## src/rtl/mfw_pkg.sv

```systemverilog
package mfw_pkg;
   localparam int unsigned IN_W      = 8;
   localparam int unsigned FP_EXP_W  = 8;
   localparam int unsigned FP_MAN_W  = 23;
   localparam int unsigned FP_BIAS   = (1 << (FP_EXP_W - 1)) - 1;
   localparam int unsigned WID_W     = $clog2(IN_W + 1);
   localparam int unsigned BIAS_W    = IN_W;

   typedef struct packed {
      logic                signed_fmt;
      logic [WID_W-1:0]    exp_w;
      logic [WID_W-1:0]    frac_w;
      logic [BIAS_W-1:0]   bias;
   } fmt_t;

   localparam fmt_t FMT_RESET = '{signed_fmt: 1'b1,
                                  exp_w:      WID_W'(4),
                                  frac_w:     WID_W'(3),
                                  bias:       BIAS_W'(7)};
endpackage

```

## src/rtl/mfw_fmt_reg.sv

```systemverilog
module mfw_fmt_reg
   import mfw_pkg::*;
#(
   parameter int unsigned W_IN = IN_W
) (
   input  logic             clk,
   input  logic             rst_n,
   input  logic             wr_en,
   input  logic [1:0]       wr_sign_w,
   input  logic [WID_W-1:0] wr_exp_w,
   input  logic [WID_W-1:0] wr_frac_w,
   input  logic [BIAS_W-1:0] wr_bias,
   input  logic             stage_busy,
   output fmt_t             fmt_now,
   output logic             hold_in,
   output logic             wr_reject
);
   localparam int unsigned SUM_W = WID_W + 2;

   logic [SUM_W-1:0] width_sum;
   logic             legal;
   fmt_t             pend_fmt;
   logic             pend_q;

   assign width_sum = SUM_W'(wr_sign_w) + SUM_W'(wr_exp_w) + SUM_W'(wr_frac_w);
   assign legal     = (wr_sign_w <= 2'd1) && (wr_exp_w != '0)
                      && (width_sum == SUM_W'(W_IN));

   always_ff @(posedge clk) begin
      if (!rst_n) begin
         fmt_now   <= FMT_RESET;
         pend_fmt  <= FMT_RESET;
         pend_q    <= 1'b0;
         wr_reject <= 1'b0;
      end else begin
         wr_reject <= wr_en && !legal;
         if (wr_en && legal) begin
            pend_fmt <= '{signed_fmt: wr_sign_w[0], exp_w: wr_exp_w,
                          frac_w: wr_frac_w, bias: wr_bias};
            pend_q   <= 1'b1;
         end else if (pend_q && !stage_busy) begin
            fmt_now <= pend_fmt;
            pend_q  <= 1'b0;
         end
      end
   end

   assign hold_in = pend_q;
endmodule

```

## src/rtl/mfw_field_split.sv

```systemverilog
module mfw_field_split
   import mfw_pkg::*;
#(
   parameter int unsigned W_IN = IN_W
) (
   input  logic [W_IN-1:0] byte_in,
   input  fmt_t            fmt,
   output logic            sgn,
   output logic [W_IN-1:0] exp_fld,
   output logic [W_IN-1:0] frac_fld
);
   logic [W_IN-1:0] above_frac;

   assign above_frac = byte_in >> fmt.frac_w;
   assign sgn        = fmt.signed_fmt & byte_in[W_IN-1];

   for (genvar i = 0; i < W_IN; i++) begin : g_mask
      assign frac_fld[i] = (WID_W'(i) < fmt.frac_w) ? byte_in[i]    : 1'b0;
      assign exp_fld[i]  = (WID_W'(i) < fmt.exp_w)  ? above_frac[i] : 1'b0;
   end
endmodule

```

## src/rtl/mfw_rebias.sv

```systemverilog
module mfw_rebias
   import mfw_pkg::*;
#(
   parameter int unsigned W_IN  = IN_W,
   parameter int unsigned EXP_W = FP_EXP_W,
   parameter int unsigned MAN_W = FP_MAN_W
) (
   input  logic                   sgn,
   input  logic [W_IN-1:0]        exp_fld,
   input  logic [W_IN-1:0]        frac_fld,
   input  logic [WID_W-1:0]       frac_w,
   input  logic [BIAS_W-1:0]      bias,
   output logic [EXP_W+MAN_W:0]   word
);
   localparam int unsigned CW      = W_IN + EXP_W + 2;
   localparam int unsigned OUT_BIAS = (1 << (EXP_W - 1)) - 1;
   localparam int unsigned EXP_TOP  = (1 << EXP_W) - 2;

   logic [CW-1:0]    lifted;
   logic [CW-1:0]    bias_w;
   logic [CW-1:0]    new_exp;
   logic [MAN_W-1:0] man;
   logic             is_zero, under, over;

   assign lifted  = CW'(exp_fld) + CW'(OUT_BIAS);
   assign bias_w  = CW'(bias);
   assign new_exp = lifted - bias_w;
   assign is_zero = (exp_fld == '0) && (frac_fld == '0);
   assign under   = (lifted <= bias_w);
   assign over    = !under && (new_exp > CW'(EXP_TOP));
   assign man     = MAN_W'(frac_fld) << (MAN_W - int'(frac_w));

   always_comb begin
      if (is_zero || under)
         word = {sgn, {(EXP_W + MAN_W){1'b0}}};
      else if (over)
         word = {sgn, EXP_W'(EXP_TOP), {MAN_W{1'b1}}};
      else
         word = {sgn, new_exp[EXP_W-1:0], man};
   end
endmodule

```

## src/rtl/minifloat_widener.sv

```systemverilog
module minifloat_widener
   import mfw_pkg::*;
#(
   parameter int unsigned W_IN  = IN_W,
   parameter int unsigned EXP_W = FP_EXP_W,
   parameter int unsigned MAN_W = FP_MAN_W
) (
   input  logic                 clk,
   input  logic                 rst_n,
   input  logic                 cfg_we,
   input  logic [1:0]           cfg_sign_w,
   input  logic [3:0]           cfg_exp_w,
   input  logic [3:0]           cfg_frac_w,
   input  logic [7:0]           cfg_bias,
   output logic                 cfg_err,
   input  logic                 in_valid,
   output logic                 in_ready,
   input  logic [7:0]           in_data,
   output logic                 out_valid,
   output logic [31:0]          out_data
);
   localparam int unsigned OUT_W = EXP_W + MAN_W + 1;

   if (W_IN != IN_W) begin : g_bad_in
      $error("minifloat_widener: W_IN must match the package byte width");
   end
   if (W_IN > MAN_W + 1) begin : g_bad_man
      $error("minifloat_widener: fraction cannot fit the mantissa");
   end
   if (OUT_W != 32) begin : g_bad_out
      $error("minifloat_widener: output must be 32 bits");
   end

   fmt_t             fmt;
   logic             hold;
   logic             accept;
   logic             sgn;
   logic [W_IN-1:0]  exp_fld, frac_fld;
   logic [OUT_W-1:0] conv;

   assign in_ready = !hold;
   assign accept   = in_valid && in_ready;

   mfw_fmt_reg #(.W_IN(W_IN)) u_fmt (
      .clk(clk), .rst_n(rst_n), .wr_en(cfg_we),
      .wr_sign_w(cfg_sign_w), .wr_exp_w(cfg_exp_w), .wr_frac_w(cfg_frac_w),
      .wr_bias(cfg_bias), .stage_busy(out_valid),
      .fmt_now(fmt), .hold_in(hold), .wr_reject(cfg_err)
   );

   mfw_field_split #(.W_IN(W_IN)) u_split (
      .byte_in(in_data), .fmt(fmt),
      .sgn(sgn), .exp_fld(exp_fld), .frac_fld(frac_fld)
   );

   mfw_rebias #(.W_IN(W_IN), .EXP_W(EXP_W), .MAN_W(MAN_W)) u_rebias (
      .sgn(sgn), .exp_fld(exp_fld), .frac_fld(frac_fld),
      .frac_w(fmt.frac_w), .bias(fmt.bias), .word(conv)
   );

   always_ff @(posedge clk) begin
      if (!rst_n) begin
         out_valid <= 1'b0;
         out_data  <= '0;
      end else begin
         out_valid <= accept;
         if (accept) out_data <= conv;
      end
   end
endmodule

```

## config.mk

```make
export PLATFORM = sky130hd
export DESIGN_NAME = minifloat_widener
export DESIGN_NICKNAME = d
export VERILOG_FILES = /design/src/rtl/mfw_pkg.sv /design/src/rtl/mfw_fmt_reg.sv /design/src/rtl/mfw_field_split.sv /design/src/rtl/mfw_rebias.sv /design/src/rtl/minifloat_widener.sv
export SDC_FILE = /design/constraint.sdc
export NUM_CORES = 1
export LEC_CHECK = 0
export BUFFER_PORTS_ARGS = -buffer_cell sky130_fd_sc_hd__buf_2
export CORE_MARGIN = 2
export CORE_UTILIZATION = 35
export CTS_CLUSTER_DIAMETER = 150
export DETAILED_ROUTE_END_ITERATION = 6
export PLACE_DENSITY = 0.54
export SLEW_MARGIN = 20
export SYNTH_ARGS = -nofsm -noshare
export SYNTH_HDL_FRONTEND = slang
export SYNTH_HIERARCHICAL = 1
export SYNTH_SLANG_ARGS = --single-unit
```

## constraint.sdc

```tcl
create_clock -name clk -period 4.7 [get_ports clk]
set_clock_uncertainty 0.1 [all_clocks]
set_input_delay 0.705 -clock clk [delete_from_list [all_inputs] [get_ports clk]]
set_output_delay 0.705 -clock clk [all_outputs]
set_load 0.03 [all_outputs]
```

==> metrics.txt <==
max incr delay on CP a little under 700 ps; core area between 0.01 and 0.015 mm^2; TritonCTS Buffers 9; #FFs+latches synth 69; GP Congestion 0.897; dominant synthesized flop cell dfxtp_1; most frequent cells in the layout 106 x nand2_1, 69 x dfxtp_1, 64 x mux2i_1, 64 x buf_2, 31 x nor2_1; Cell Area, Synth a little under 0.005 mm^2; WP data arrival approximately 4400 ps; CTS tree yes; PwrDens roughly 280 mW/mm^2; largest area contributor in the netlist dfxtp_1; largest cells by area after synthesis dfxtp_1 29%, mux2i_1 13%, nand2_1 8.3%; ys async rst share 0; endpoints failing hold 0; post-route ant nets 0; Yosys cell types 67; final period utilization 0.905; VDD IR-drop max 0.000180 V; Max FO, Critical Path 17; Slowest-stage cell, CP dfxtp_1; setup repair bufs after CTS 0; pin count of the biggest net entering global routing 52; final setup vio count 0; detailed-placement wirelength estimate 7970 um; die width 121 um; drt total wl 10900 um; max-slew violation count 0; Clock transition at path regs roughly 50 ps; IO Count 65; DR vias/cell about 5.1; total clock sinks 69; ANT cells 0; Gate Count Post-Synth 580; Global Route Usage Sum 0.156; Iter 0 DRT Violations 193; Post-Syn Area per Cell about 8.3 um^2; DR vias just over 4000; Clock Latency Late Sink ~340 ps; critical path type register to register; filler cell count around 1400; setup TNS 0 ps; global-route wire length before repair around 19000 um; clock root cell clkbuf_16; area grow syn2layout 13.1%; Wirelength per Cell roughly 14 um; TritonRoute pass-1 iters 7; CP required slightly below 5000 ps; HP Class register to register; Buffers on Ports 64; Net Count, Synth about 630; row count 42; Clock Path Buffers 2; number of synthesized flops with an enable pin 0; Remaining Overflow, GRT 0; crit end category register; Die Y about 120 um; die area approximately 0.015 mm^2; fmax about 0.24 GHz; Max-Slew Margin vs Limit 0.382; Crit path max-delay family simple AND/OR/NAND/NOR gates; layout cell share with drive strength beyond 1 0.211; CP Launch Type register; maxcap violations 0; initial antenna violation count 0; H-tree lvl count 3; status completed; Pwr Total 1.54 mW; final core utilization 0.407; Crit path buffers/inverters 1; commonest non-fill, non-tap cell in the layout nand2_1; post-synth top area share 0.287; Tmin final 4250 ps; worst-margin pin slew approximately 930 ps; RSZ-0062 raised after global routing false; yosys warns 6; nets@finish 670; vias in the first global route 3816; Starting Density 0.360; Critical Path, Cell by Cell mux4_2, o211a_1, nor2_1, nand3_1, nor2_1, xor2_1, ha_1, nand2_1, a211oi_2, o31ai_1, nand3b_1, o211ai_4, buf_4, and4bb_1, nand2_1, mux2i_1; drc violations 0; post-CTS sizing 0; register area share after synthesis 0.287; leak pwr 2.30 nW; hold buffers post-CTS 0
[logic make-up after synthesis]
family          synth area share
xor+xnor                  0.0219
fa+ha+maj                 0.0557
mux                        0.164
compound gates             0.163
simple gates               0.223
buf+inv                   0.0861
flops                      0.287
[cells in the mapped netlist (all sizes together), types with 3 or more instances]
library cell	number
mux2	9
mux2i	64
clkbuf	20
and2	4
inv	24
buf	25
nor3	6
nand4	4
and3	3
nand2b	9
nand3	27
a21oi	40
a31oi	18
nand3b	3
o22a	3
o21a	6
o31ai	3
a22oi	6
o211ai	3
nor2	32
xor2	7
nor2b	10
ha	15
o211a	3
xnor2	5
o21ai	24
fa	4
nand2	106
o22ai	3
dfxtp	69
nor4	7
[area by class of cell]
class	count	area [um^2]	area share
Clock inverter	5	50.0	0.00920
Clock buffer	11	243	0.0446
Inverter	24	90.1	0.0166
Tap cell	176	220	0.0405
Sequential cell	69	1380	0.254
Timing Repair Buffer	75	428	0.0787
Multi-Input combinational cell	442	3030	0.556
[final timing paths]
kind | slack, ps | depth (start not counted) | end | start
hold / removal | 350 | 2 | out_data[11] | out_data[11]
setup reg to reg | 450 | 16 | out_data[23] | u_fmt/fmt_now[8]
hold reg to reg | 350 | 2 | out_data[11] | out_data[11]
setup / recovery | 450 | 16 | out_data[23] | u_fmt/fmt_now[8]
[routing by layer]
metal | vias up | GRT usage | wire length (um)
met4 | 0 | 0.0611 | 237
met5 | - | 0 | 0
met1 | 1880 | 0.204 | 5200
met3 | 20 | 0.0390 | 485
met2 | 91 | 0.248 | 4940
li1 | 2100 | - | -
[power breakdown]
| part | leakage, nW | internal (mW) | switching, mW |
|---|---|---|---|
| Sequential | 0.560 | 0.602 | 0.00804 |
| Clock | 0.149 | 0.421 | 0.238 |
| Combinational | 1.59 | 0.0999 | 0.167 |
[stage by stage]
| step | instances | hold slack, ps | cell area [um^2] | setup WS [ps] |
|---|---|---|---|---|
| 2_1_floorplan | 580 | 335 | 4810 | 814 |
| 3_3_place_gp | 785 | 340 | 5120 | 464 |
| 3_5_place_dp | 786 | 345 | 5140 | 434 |
| 4_1_cts | 802 | 354 | 5430 | 455 |
| 5_1_grt | 802 | 375 | 5440 | 65.0 |
| 6_report | 802 | 352 | 5440 | 446 |
[tightest hold or removal path: cells and delay by family (launching register included)]
kind             cells  cell delay (ps)
flip-flops           1              300
multiplexers         1               50
AND/OR/NAND/NOR      1               50
[flip-flops by register name, summed over array words and instances (netlist names)]
signal,count
out_data,32
out_valid,1
u_fmt/fmt_now,17
u_fmt/hold_in,1
u_fmt/pend_fmt,17
u_fmt/wr_reject,1
Power figures use the tool's default switching activity.
